$ cat config.mk
export PLATFORM = sky130hd
export DESIGN_NAME = baud_div_search
export DESIGN_NICKNAME = d
export VERILOG_FILES = /design/src/rtl/baudsrch_pkg.sv /design/src/rtl/baudsrch_divider.sv /design/src/rtl/baudsrch_cand.sv /design/src/rtl/baudsrch_pair_walk.sv /design/src/rtl/baud_div_search.sv
export SDC_FILE = /design/constraint.sdc
export NUM_CORES = 1
export LEC_CHECK = 0
export BUFFER_PORTS_ARGS = -buffer_cell sky130_fd_sc_hd__buf_2
export CAP_MARGIN = 20
export CELL_PAD_IN_SITES_DETAIL_PLACEMENT = 0
export CELL_PAD_IN_SITES_GLOBAL_PLACEMENT = 1
export CORE_AREA = 2 2 216 239
export DETAILED_ROUTE_END_ITERATION = 8
export DIE_AREA = 0 0 218 241
export MAX_ROUTING_LAYER = met4
export PLACE_DENSITY_LB_ADDON = 0.1
export SLEW_MARGIN = 15
export SYNTH_ARGS = -nofsm -noshare
export SYNTH_HDL_FRONTEND = slang
export SYNTH_HIERARCHICAL = 1
export SYNTH_SLANG_ARGS = --single-unit
$ cat constraint.sdc
create_clock -name clk -period 24.2 [get_ports clk]
set_input_delay 1.21 -clock clk [delete_from_list [all_inputs] [get_ports clk]]
set_output_delay 1.21 -clock clk [all_outputs]
set_load 0.05 [all_outputs]
$ cat src/rtl/baudsrch_pkg.sv
package baudsrch_pkg;
  typedef enum logic [1:0] {
    ST_IDLE  = 2'd0,
    ST_ISSUE = 2'd1,
    ST_WAIT  = 2'd2
  } srch_state_e;
endpackage

$ cat src/rtl/baudsrch_divider.sv
// Restoring shift-subtract divider: one quotient bit per cycle, MSB first.
module baudsrch_divider #(
  parameter int NUM_W = 64,
  parameter int DEN_W = 40,
  localparam int CNT_W = $clog2(NUM_W + 1)
) (
  input  logic             clk,
  input  logic             rst_n,
  input  logic             go,
  input  logic [NUM_W-1:0] num,
  input  logic [DEN_W-1:0] den,
  output logic [NUM_W-1:0] quo,
  output logic             done,
  output logic             busy
);
  logic [NUM_W-1:0] num_sh_q, quo_q;
  logic [DEN_W-1:0] rem_q;
  logic [CNT_W-1:0] cnt_q;
  logic             run_q, done_q;

  logic [DEN_W:0]   rem_sh, rem_sub;
  logic             fits;

  always_comb begin
    rem_sh  = {rem_q, num_sh_q[NUM_W-1]};
    fits    = rem_sh >= {1'b0, den};
    rem_sub = rem_sh - {1'b0, den};
  end

  always_ff @(posedge clk or negedge rst_n) begin
    if (!rst_n) begin
      num_sh_q <= '0;
      quo_q    <= '0;
      rem_q    <= '0;
      cnt_q    <= '0;
      run_q    <= 1'b0;
      done_q   <= 1'b0;
    end else begin
      done_q <= 1'b0;
      if (go && !run_q) begin
        num_sh_q <= num;
        quo_q    <= '0;
        rem_q    <= '0;
        cnt_q    <= CNT_W'(NUM_W);
        run_q    <= 1'b1;
      end else if (run_q) begin
        num_sh_q <= num_sh_q << 1;
        quo_q    <= {quo_q[NUM_W-2:0], fits};
        rem_q    <= fits ? rem_sub[DEN_W-1:0] : rem_sh[DEN_W-1:0];
        cnt_q    <= cnt_q - 1'b1;
        if (cnt_q == CNT_W'(1)) begin
          run_q  <= 1'b0;
          done_q <= 1'b1;
        end
      end
    end
  end

  assign quo  = quo_q;
  assign done = done_q;
  assign busy = run_q;

  // partial remainder stays below the divisor throughout the division
  a_r2_rem_below_den: assert property (@(posedge clk) disable iff (!rst_n)
    (run_q && den != '0) |-> (rem_q < den));
  // divisor operand is held while the division runs
  a_r2_den_held: assert property (@(posedge clk) disable iff (!rst_n)
    (run_q && $past(run_q)) |-> $stable(den));
endmodule

$ cat src/rtl/baudsrch_cand.sv
// Rounds one quotient to a candidate divisor and ranks its error.
module baudsrch_cand #(
  parameter int Q_W    = 64,
  parameter int FRAC_W = 32,
  parameter int DL_MAX = 65536,
  localparam int INT_W = Q_W - FRAC_W,
  localparam int DL_W  = $clog2(DL_MAX + 1)
) (
  input  logic [Q_W-1:0]    quo,
  output logic [DL_W-1:0]   cand_dl,
  output logic [FRAC_W-1:0] cand_err,
  output logic              cand_ok
);
  localparam logic [FRAC_W-1:0] HALF = FRAC_W'(1) << (FRAC_W - 1);

  logic [FRAC_W-1:0] frac;
  logic [INT_W:0]    rounded;
  logic              up;

  always_comb begin
    frac     = quo[FRAC_W-1:0];
    up       = frac > HALF;
    rounded  = {1'b0, quo[Q_W-1:FRAC_W]} + (INT_W+1)'(up);
    cand_err = up ? (~frac + 1'b1) : frac;
    cand_ok  = (rounded >= (INT_W+1)'(1)) && (rounded <= (INT_W+1)'(DL_MAX));
    cand_dl  = rounded[DL_W-1:0];
  end

  // an accepted candidate never carries more than half a step of error
  always_comb begin
    if (cand_ok) a_r3_err_half_step: assert (cand_err <= HALF);
  end
endmodule

$ cat src/rtl/baudsrch_pair_walk.sv
// Steps the (mul, divadd) pair through the legal triangle in search order.
module baudsrch_pair_walk #(
  parameter int MUL_MAX = 15,
  localparam int MUL_W = $clog2(MUL_MAX + 1)
) (
  input  logic             clk,
  input  logic             rst_n,
  input  logic             restart,
  input  logic             advance,
  output logic [MUL_W-1:0] cur_mul,
  output logic [MUL_W-1:0] cur_div,
  output logic             last
);
  logic [MUL_W-1:0] mul_q, div_q;

  always_ff @(posedge clk or negedge rst_n) begin
    if (!rst_n) begin
      mul_q <= MUL_W'(1);
      div_q <= '0;
    end else if (restart) begin
      mul_q <= MUL_W'(1);
      div_q <= '0;
    end else if (advance && !last) begin
      if (div_q == mul_q - 1'b1) begin
        mul_q <= mul_q + 1'b1;
        div_q <= '0;
      end else begin
        div_q <= div_q + 1'b1;
      end
    end
  end

  assign cur_mul = mul_q;
  assign cur_div = div_q;
  assign last    = (mul_q == MUL_W'(MUL_MAX)) && (div_q == MUL_W'(MUL_MAX - 1));

  // the walker only ever presents legal pairs
  a_r1_pair_legal: assert property (@(posedge clk) disable iff (!rst_n)
    (mul_q >= MUL_W'(1)) && (mul_q <= MUL_W'(MUL_MAX)) && (div_q < mul_q));
  // on advance, either divadd rises by one or mul rises and divadd restarts
  a_r1_pair_step: assert property (@(posedge clk) disable iff (!rst_n)
    (advance && !last && !restart) |=>
      ((mul_q == $past(mul_q) && div_q == $past(div_q) + 1'b1) ||
       (mul_q == $past(mul_q) + 1'b1 && div_q == '0)));
endmodule

$ cat src/rtl/baud_div_search.sv
module baud_div_search
  import baudsrch_pkg::*;
#(
  parameter int FREQ_W   = 32,
  parameter int FRAC_W   = 32,
  parameter int OVS_LOG2 = 4,
  parameter int MUL_MAX  = 15,
  parameter int DL_MAX   = 65536,
  localparam int DL_W    = $clog2(DL_MAX + 1),
  localparam int MUL_W   = $clog2(MUL_MAX + 1)
) (
  input  logic              clk,
  input  logic              rst_n,
  input  logic              start,
  input  logic [FREQ_W-1:0] base_freq,
  input  logic [FREQ_W-1:0] baud_rate,
  output logic              busy,
  output logic              done,
  output logic              no_fit,
  output logic [DL_W-1:0]   dl,
  output logic [MUL_W-1:0]  mul,
  output logic [MUL_W-1:0]  divadd
);
  localparam int Q_W   = FREQ_W + FRAC_W;
  localparam int SHIFT = FRAC_W - OVS_LOG2;
  localparam int SUM_W = $clog2(2 * MUL_MAX);
  localparam int DEN_W = FREQ_W + 8;

  srch_state_e       state_q;
  logic [FREQ_W-1:0] base_q, baud_q;
  logic [FRAC_W-1:0] best_err;
  logic [DL_W-1:0]   best_dl;
  logic [MUL_W-1:0]  best_mul, best_div;
  logic              done_q, nofit_q;

  logic [MUL_W-1:0]  cur_mul, cur_div;
  logic              last_pair;
  logic [SUM_W-1:0]  pair_sum;
  logic [Q_W-1:0]    div_num, div_quo;
  logic [DEN_W-1:0]  div_den;
  logic              div_go, div_done, div_busy;
  logic [DL_W-1:0]   cand_dl;
  logic [FRAC_W-1:0] cand_err;
  logic              cand_ok, take, accept_start, finish;

  assign accept_start = (state_q == ST_IDLE) && start;
  assign div_go       = (state_q == ST_ISSUE);
  assign pair_sum     = SUM_W'(cur_mul) + SUM_W'(cur_div);
  assign div_num      = (Q_W'(base_q) << SHIFT) * Q_W'(cur_mul);
  assign div_den      = DEN_W'(pair_sum) * DEN_W'(baud_q);
  assign take         = cand_ok && (cand_err < best_err);
  assign finish       = (state_q == ST_WAIT) && div_done &&
                        ((take && cand_err == '0) || last_pair);

  baudsrch_pair_walk #(.MUL_MAX(MUL_MAX)) u_walk (
    .clk     (clk),
    .rst_n   (rst_n),
    .restart (accept_start),
    .advance ((state_q == ST_WAIT) && div_done),
    .cur_mul (cur_mul),
    .cur_div (cur_div),
    .last    (last_pair)
  );

  baudsrch_divider #(.NUM_W(Q_W), .DEN_W(DEN_W)) u_div (
    .clk   (clk),
    .rst_n (rst_n),
    .go    (div_go),
    .num   (div_num),
    .den   (div_den),
    .quo   (div_quo),
    .done  (div_done),
    .busy  (div_busy)
  );

  baudsrch_cand #(.Q_W(Q_W), .FRAC_W(FRAC_W), .DL_MAX(DL_MAX)) u_cand (
    .quo      (div_quo),
    .cand_dl  (cand_dl),
    .cand_err (cand_err),
    .cand_ok  (cand_ok)
  );

  always_ff @(posedge clk or negedge rst_n) begin
    if (!rst_n) begin
      state_q  <= ST_IDLE;
      base_q   <= '0;
      baud_q   <= '0;
      best_err <= '1;
      best_dl  <= '0;
      best_mul <= '0;
      best_div <= '0;
      done_q   <= 1'b0;
      nofit_q  <= 1'b0;
    end else begin
      unique case (state_q)
        ST_IDLE: begin
          if (start) begin
            base_q   <= base_freq;
            baud_q   <= baud_rate;
            best_err <= '1;
            best_dl  <= '0;
            best_mul <= '0;
            best_div <= '0;
            done_q   <= 1'b0;
            nofit_q  <= 1'b0;
            state_q  <= ST_ISSUE;
          end
        end
        ST_ISSUE: state_q <= ST_WAIT;
        ST_WAIT: begin
          if (div_done) begin
            if (take) begin
              best_err <= cand_err;
              best_dl  <= cand_dl;
              best_mul <= cur_mul;
              best_div <= cur_div;
            end
            if (finish) begin
              state_q <= ST_IDLE;
              done_q  <= 1'b1;
              nofit_q <= !take && (best_dl == '0);
            end else begin
              state_q <= ST_ISSUE;
            end
          end
        end
        default: state_q <= ST_IDLE;
      endcase
    end
  end

  assign busy   = (state_q != ST_IDLE);
  assign done   = done_q;
  assign no_fit = nofit_q;
  assign dl     = best_dl;
  assign mul    = best_mul;
  assign divadd = best_div;

  // a start while searching leaves the captured operands untouched
  a_r7_start_ignored: assert property (@(posedge clk) disable iff (!rst_n)
    (state_q != ST_IDLE && start) |=> ($stable(base_q) && $stable(baud_q)));
  // during a search the best error never grows
  a_r5_best_err_monotonic: assert property (@(posedge clk) disable iff (!rst_n)
    (state_q != ST_IDLE) |=> (best_err <= $past(best_err)));
  // a reported fit has a divisor inside the legal range
  a_r4_dl_in_range: assert property (@(posedge clk) disable iff (!rst_n)
    (done_q && !nofit_q) |-> (best_dl >= DL_W'(1) && best_dl <= DL_W'(DL_MAX)));
  // a failed search reports all-zero results
  a_r8_nofit_zero: assert property (@(posedge clk) disable iff (!rst_n)
    (done_q && nofit_q) |-> (best_dl == '0 && best_mul == '0 && best_div == '0));
  // results and done hold until the next start
  a_r9_hold_after_done: assert property (@(posedge clk) disable iff (!rst_n)
    (done_q && !start) |=> (done_q && $stable(best_dl) && $stable(best_mul) &&
                            $stable(best_div) && $stable(nofit_q)));
  // done and busy are never high together
  a_r9_done_not_busy: assert property (@(posedge clk) disable iff (!rst_n)
    !(done_q && state_q != ST_IDLE));
  // the divider is never asked to start while it is still running
  a_r1_no_overlap: assert property (@(posedge clk) disable iff (!rst_n)
    div_go |-> !div_busy);
endmodule

**After elaboration in Yosys (flattened, before gate mapping)**

Cells that the tools add are included.

- Reductions and logical operators: 27
- Equal/unequal tests: 10
- Shift-type cells: 0
- Multiply operators: 2
- Divide/modulo/power cells: 0
- Add/subtract/negate cells: 8
- Bitwise operators: 1
- Muxes and demuxes: 48
- Order comparisons: 5

Operator list:

| cell | number |
|---|---|
| $mux W64 | 4 |
| $mux W32 | 4 |
| $mux W40 | 3 |
| $pmux W32 S2 | 1 |
| $mux W17 | 3 |
| $mux W4 | 11 |
| $ge A41 B37 Y1 | 1 |
| $sub A40 B37 Y40 | 1 |
| $mul A5 B32 Y37 | 1 |
| $mul A32 B4 Y36 | 1 |
| $pmux W17 S2 | 1 |
| $add A32 B1 Y33 | 1 |
| $ge A33 B1 Y1 const B | 1 |
| $le A33 B17 Y1 const B | 1 |
| $add A32 B1 Y32 const B | 1 |
| $gt A32 B32 Y1 const B | 1 |
| $logic_not A32 Y1 | 1 |
| $lt A32 B32 Y1 | 1 |
| $not A32 Y32 | 1 |
| $logic_not A17 Y1 | 1 |
| $pmux W4 S2 | 2 |
| $mux W7 | 2 |
| $mux W1 | 12 |
| $logic_and A1 B1 Y1 | 10 |
| 20 further kinds | 35 |

- Memories: 0
- Bits in writable memories: 0
- Bits of input ports: 67
- Logic and storage cells: 118
- Bits in read-only memories: 0
- Bits in registers: 310
- Latch bits: 0

**Depth between registers and ports, before layout**

- Word-level depth: 11
- Depth in mapped cells: 38
- Gate-level depth less buffers: 34

**Hierarchy**

The synthesis kept the hierarchy.

By module, submodules not included:

| module | times used | cells an instance | area an instance (um^2) | seq. area each (um^2) |
|---|---|---|---|---|
| baud_div_search | 1 | 1759 | 14875.5 | 3168.0 |
| baudsrch_divider | 1 | 1013 | 9784.4 | 4429.2 |
| baudsrch_cand | 1 | 213 | 1480.2 | 0.0 |
| baudsrch_pair_walk | 1 | 61 | 626.9 | 201.4 |

**Worst setup path before layout**

Ideal clock, no wire load.

- Path kind: register to register
- Start point: reg u_walk.mul_q[0], in the netlist u_walk/cur_mul[0]
- End point: reg u_div.rem_q[38]
- Cell stages (with the launch flop): 36
- Path buffers: 2
- Period minus slack after synthesis: 7.915 ns
- Data required time: 24.134 ns
- Setup slack: 16.285 ns
- Arrival: 7.849 ns
- Setup time: 0.066 ns
- Cell sequence: dfstp_2 > ha_1 > inv_1 > fa_1 > nor2b_1 > o21ai_0 > nand2b_1 > clkbuf_1 > and2_1 > fa_1 > fa_1 > inv_1 > fa_1 > inv_1 > ha_1 > a21o_1 > a311o_1 > a21oi_1 > o221a_2 > nand2_1 > a31oi_1 > a2bb2oi_1 > nor2b_1 > xnor2_1 > inv_1 > ha_1 > nand4_1 > nor4b_2 > nand2_1 > nand4_1 > a31oi_1 > o31a_1 > o31a_1 > buf_2 > or4_1 > nand2_1

- Cells in the longest elaborated chain, start to end: 6
- Elaborated cells between the ends (all ways): 7

RTL lines:

| what | line | RTL |
|---|---|---|
| start, declared | baudsrch_pair_walk.sv:14 | `logic [MUL_W-1:0] mul_q, div_q;` |
| start signal, assigned | baudsrch_pair_walk.sv:25 | `mul_q <= mul_q + 1'b1;` |
| $add A4 B4 Y5 (*) | baud_div_search.sv:48 | `assign pair_sum = SUM_W'(cur_mul) + SUM_W'(cur_div);` |
| $mul A5 B32 Y37 (*) | baud_div_search.sv:50 | `assign div_den = DEN_W'(pair_sum) * DEN_W'(baud_q);` |
| net div_den[23] | baud_div_search.sv:40 | `logic [DEN_W-1:0] div_den;` |
| $sub A40 B37 Y40 or $ge A41 B37 Y1 (tied branches) | baudsrch_divider.sv:27, baudsrch_divider.sv:26 |  |
| $mux W40 (*) | baudsrch_divider.sv:49 | `rem_q <= fits ? rem_sub[DEN_W-1:0] : rem_sh[DEN_W-1:0];` |
| $mux W40 (*) | baudsrch_divider.sv:46 | `end else if (run_q) begin` |
| $mux W40 (*) | baudsrch_divider.sv:40 | `if (go && !run_q) begin` |
| end signal, assigned | baudsrch_divider.sv:49 |  |
| end, declared | baudsrch_divider.sv:17 | `logic [DEN_W-1:0] rem_q;` |

Mark *: on every way through the listed nets, which the timed path passes. The rest lies on a longest branch. The select of a mux whose other input is x is not followed.
A chain may end at the register's enable or synchronous reset.

**Final worst setup path**

- Start point: reg u_walk.mul_q[0], in the netlist u_walk/cur_mul[0]
- End point: reg u_div.rem_q[12]

- Cells in the longest elaborated chain, start to end: 6
- Elaborated cells between the ends (all ways): 7

RTL lines:

| what | line | RTL |
|---|---|---|
| $add A4 B4 Y5 | baud_div_search.sv:48 |  |
| $mul A5 B32 Y37 | baud_div_search.sv:50 |  |
| net div_den[35] | baud_div_search.sv:40 |  |
| $ge A41 B37 Y1 | baudsrch_divider.sv:26 | `fits = rem_sh >= {1'b0, den};` |
| $mux W40 | baudsrch_divider.sv:49 |  |
| $mux W40 | baudsrch_divider.sv:46 |  |
| $mux W40 | baudsrch_divider.sv:40 |  |

The timed path passes the listed nets, and every way through them passes these cells. The select of a mux whose other input is x is not followed.

==> metrics.md <==
| Metric | Value |
|---|---|
| Met1 wire length | 29,500 µm |
| Final WL | ~62,000 µm |
| Unrepaired setup endpoints after global routing | false |
| Most frequent cells in the layout | nand2_1 (535), inv_1 (286), dfrtp_1 (276), ha_1 (169), fa_1 (152) |
| Synth-to-Final Area Change | 8.76% |
| Row count | 86 |
| Core area | roughly 50,000 µm² |
| Die area | 52,500 µm² |
| Global route total overflow | 0 |
| Worst setup EP type | flip-flop |
| Max clock buf depth | 3 |
| FMAX | 103 MHz |
| Initial DRC Count | roughly 1,300 |
| CP startpoint | u_walk/cur_mul[0] |
| Routed wl met3 | approximately 2300 µm |
| Starting Density | a little over half |
| Residual DRC count | 0 |
| Register bit total from synthesis | 310 |
| Slew Viols, Final | 0 |
| Share of cells above drive strength 1 | under 10% |
| Synthesis Warnings | 6 |
| Net Sw Power | approximately 940 µW |
| Reg power frac | a little under a third |
| Max Fanout on Critical Path | 40 |
| Cells after synthesis | approximately 3,000 |
| Synthesized area | 26,800 µm² |
| Worst-skew pair later-pin latency | ~560 ps |
| Static leakage | about 14 nW |
| CP max stage delay | 960 ps |
| Vias in the first global route | 21,599 |
| PD cells | 79.2 nW/µm² |
| Hold depth | 2 |
| CTS tree | yes |
| Final hold vios | 0 |
| Outcome | finished, final reports clean |
| Top FF cell, synth | dfrtp_1 |
| Final Cycle Share | between 30% and 40% |
| Worst Setup Start Kind | flip-flop |
| TritonCTS buffer count | 39 |
| Worst slew pin tran | 977 ps |
| IO Count | 95 |
| EDFF count, synth | 0 |
| Critical path required time | around 25,000 ps |
| First-pass DRT Iterations | 5 |
| Setup Skew | about 14 ps |
| Via density | between 5 and 6 |
| R2r setup slk | 14,530 ps |
| Crit Path Category | flip-flop to flip-flop |
| Htree depth | 2 |
| Slowest CP cell | dfstp_2 |
| Clock-pin slew on the worst setup and hold paths | roughly 60 ps |
| Die X | between 200 and 250 µm |
| Layout fillers | between 4,000 and 5,000 |
| VDD IR max | roughly 0.19 mV |
| Synth async-reset ratio | 100% |
| Nets | 3,477 |
| Die height | between 200 and 250 µm |
| IO Port Bufs | 94 |
| Clock Sinks | between 300 and 400 |
| Resized Gates After CTS | 0 |
| Sequential fraction of the synthesis area | between 20 and 30% |
| Initial antenna violation count | 0 |
| Slew headroom | between 30% and 40% |
| Setup TNS | 0 ps |
| Cell mode on critical path | inv_1 |
| Worst-case reg-to-reg path depth | 35 |
| Hpwl dp | about 45,000 µm |
| Vias | between 20,000 and 25,000 |
| CP endpoint | u_div/rem_q[12] |
| RePlAce Congestion | 0.867 |
| Hold_ws | 483 ps |
| Sw Ratio | roughly 40% |
| ANT nets after route | 0 |
| Clk pwr share | about 25% |
| Worst r2r src | u_walk/cur_mul[0] |
| Clk root buf | clkbuf_16 |
| Avg Synthesized Cell Area | between 8 and 9 µm² |
| Per-cell routed wire length | around 16 µm |
| Fin crit period | 9670 ps |
| Yosys cell types | 94 |
| Class of the worst hold path | flip-flop to flip-flop |
| Post-CTS Setup Bufs | 0 |
| Worst r2r dst | u_div/rem_q[12] |
| Final-report setup violation count | 0 |
| GRT Total Usage | approximately a quarter |
| Global-route wire length before repair | about 110,000 µm |
| Comb power frac | between 40 and 50% |
| Data arrival, critical path | about 10,000 ps |
| Largest net degree at the start of global routing | ~110 |
| Commonest non-fill, non-tap cell in the layout | nand2_1 |
| Pint | around 1.4 mW |
| Highest routing layer actually used | met4 |
| CTS hold repair buffers | 0 |
| DR WL met2 | 28,900 µm |
| Max Cap Viol | 0 |
[power groups by stage]
| stage | Combinational, mW | Clock, mW | Sequential [mW] |
|---|---|---|---|
| after global placement | 1.01 | 0 | 0.701 |
| after detailed placement | 1.03 | 0 | 0.702 |
| after global routing | 1.15 | 0.613 | 0.708 |
| after CTS | 1.03 | 0.593 | 0.694 |
| after floorplan | 0.819 | 0 | 0.672 |
| final | 1.03 | 0.575 | 0.695 |
[synth_stat cells (11+ instances only)]
master    number  area share, %
clkbuf_1     115            1.6
ha_1         169            7.9
nor3_1        33           0.62
o21ai_0      151            2.8
o22a_1        26           0.85
o21a_1        20           0.56
fa_1         152             11
o311ai_0      18           0.59
nand4_1       54            1.3
buf_1         11           0.15
dfstp_2       33            3.2
dfrtp_1      277             26
a21o_1        60            1.7
and2_1       135            3.2
inv_1        287            4.0
and3_1        15           0.35
a22o_1        66            2.2
mux2i_1       80            3.0
xor2_1        54            1.8
a21oi_1      103            1.9
o211ai_1      31           0.87
or2_2         13           0.30
a31oi_1       15           0.35
a211oi_1      19           0.53
nor4_1        31           0.72
nand2b_1      20           0.47
buf_2         15           0.28
nor2_1        85            1.2
or3_1         16           0.37
o31ai_1       16           0.45
nor2b_1       46            1.1
nand2_1      536            7.5
nand3_1       74            1.4
xnor2_1       89            2.9
a32oi_1       14           0.46
o21bai_1      14           0.39
[flip-flops by register name, summed over array words and instances, names as in the netlist, 2 cells and up]
signal and cells:
u_div/cnt_q 7, u_div/rem_q 40, baud_q 32, best_err 32, u_div/num_sh_q 64, u_div/quo 64, dl 17, divadd 4
u_walk/cur_mul 4, mul 4, base_q 32, u_walk/cur_div 4, state_q 2
[worst max-delay path, delay by kind of cell, from the launching register on]
family | cells | cell delay (ps)
mux | 2 | 510
flops | 1 | 960
simple gates | 4 | 480
buf+inv | 7 | 1200
fa+ha+maj | 7 | 2900
compound gates | 15 | 3440
[cell families (layout without fill, tap and decap cells)]
kind of cell / Yosys count / after routing / synth area share (%)
compound gates: 644 / 644 / 17.1
xor+xnor: 145 / 145 / 4.83
fa+ha+maj: 321 / 321 / 19.3
buf+inv: 437 / 479 / 6.42
flops: 310 / 310 / 29.1
mux: 82 / 82 / 3.09
other cells: 1 / 32 / 0.0140
simple gates: 1106 / 1106 / 20.1
[final cells by class]
cell class	instances	area [µm²]	share of cell area, %
inverter	287	1080	3.70
timing repair buffer	122	738	2.54
antenna	1	2.50	0.00860
multi-input combinational	2329	17400	59.8
clock inverter	15	123	0.421
tap	660	826	2.84
clock buffer	55	1140	3.91
sequential	310	7800	26.8
[how the worst min path moves through the flow]
stage	startpoint	to	slack (ps)
final	u_div/num_sh_q[5]	u_div/num_sh_q[6]	480
after global routing	u_div/num_sh_q[26]	u_div/num_sh_q[27]	510
after CTS	u_div/num_sh_q[5]	u_div/num_sh_q[6]	490
after detailed placement	u_div/num_sh_q[59]	u_div/num_sh_q[60]	470
after global placement	u_div/num_sh_q[10]	u_div/num_sh_q[11]	460
after floorplan	u_div/num_sh_q[9]	u_div/num_sh_q[10]	450
[per-layer routing]
metal | global-route usage [%] | vias to the layer above
met1 | 34.4 | 10641
met5 | - | -
met3 | 2.89 | 75
li1 | - | 10548
met2 | 39.9 | 406
met4 | 5.94 | 0
[through the flow]
stage	setup WS [ps]	util (%)	power, mW	cells	cell area (µm²)
floorplan	16280	-	1.49	3076	26900
global placement	14930	55.6	1.71	3705	27800
detailed placement	14510	55.7	1.73	3706	27800
CTS	14530	58.2	2.32	3776	29100
global route	13810	58.3	2.47	3778	29100
finish	14530	58.3	2.30	3779	29100
(Power assumes the default switching activity.)
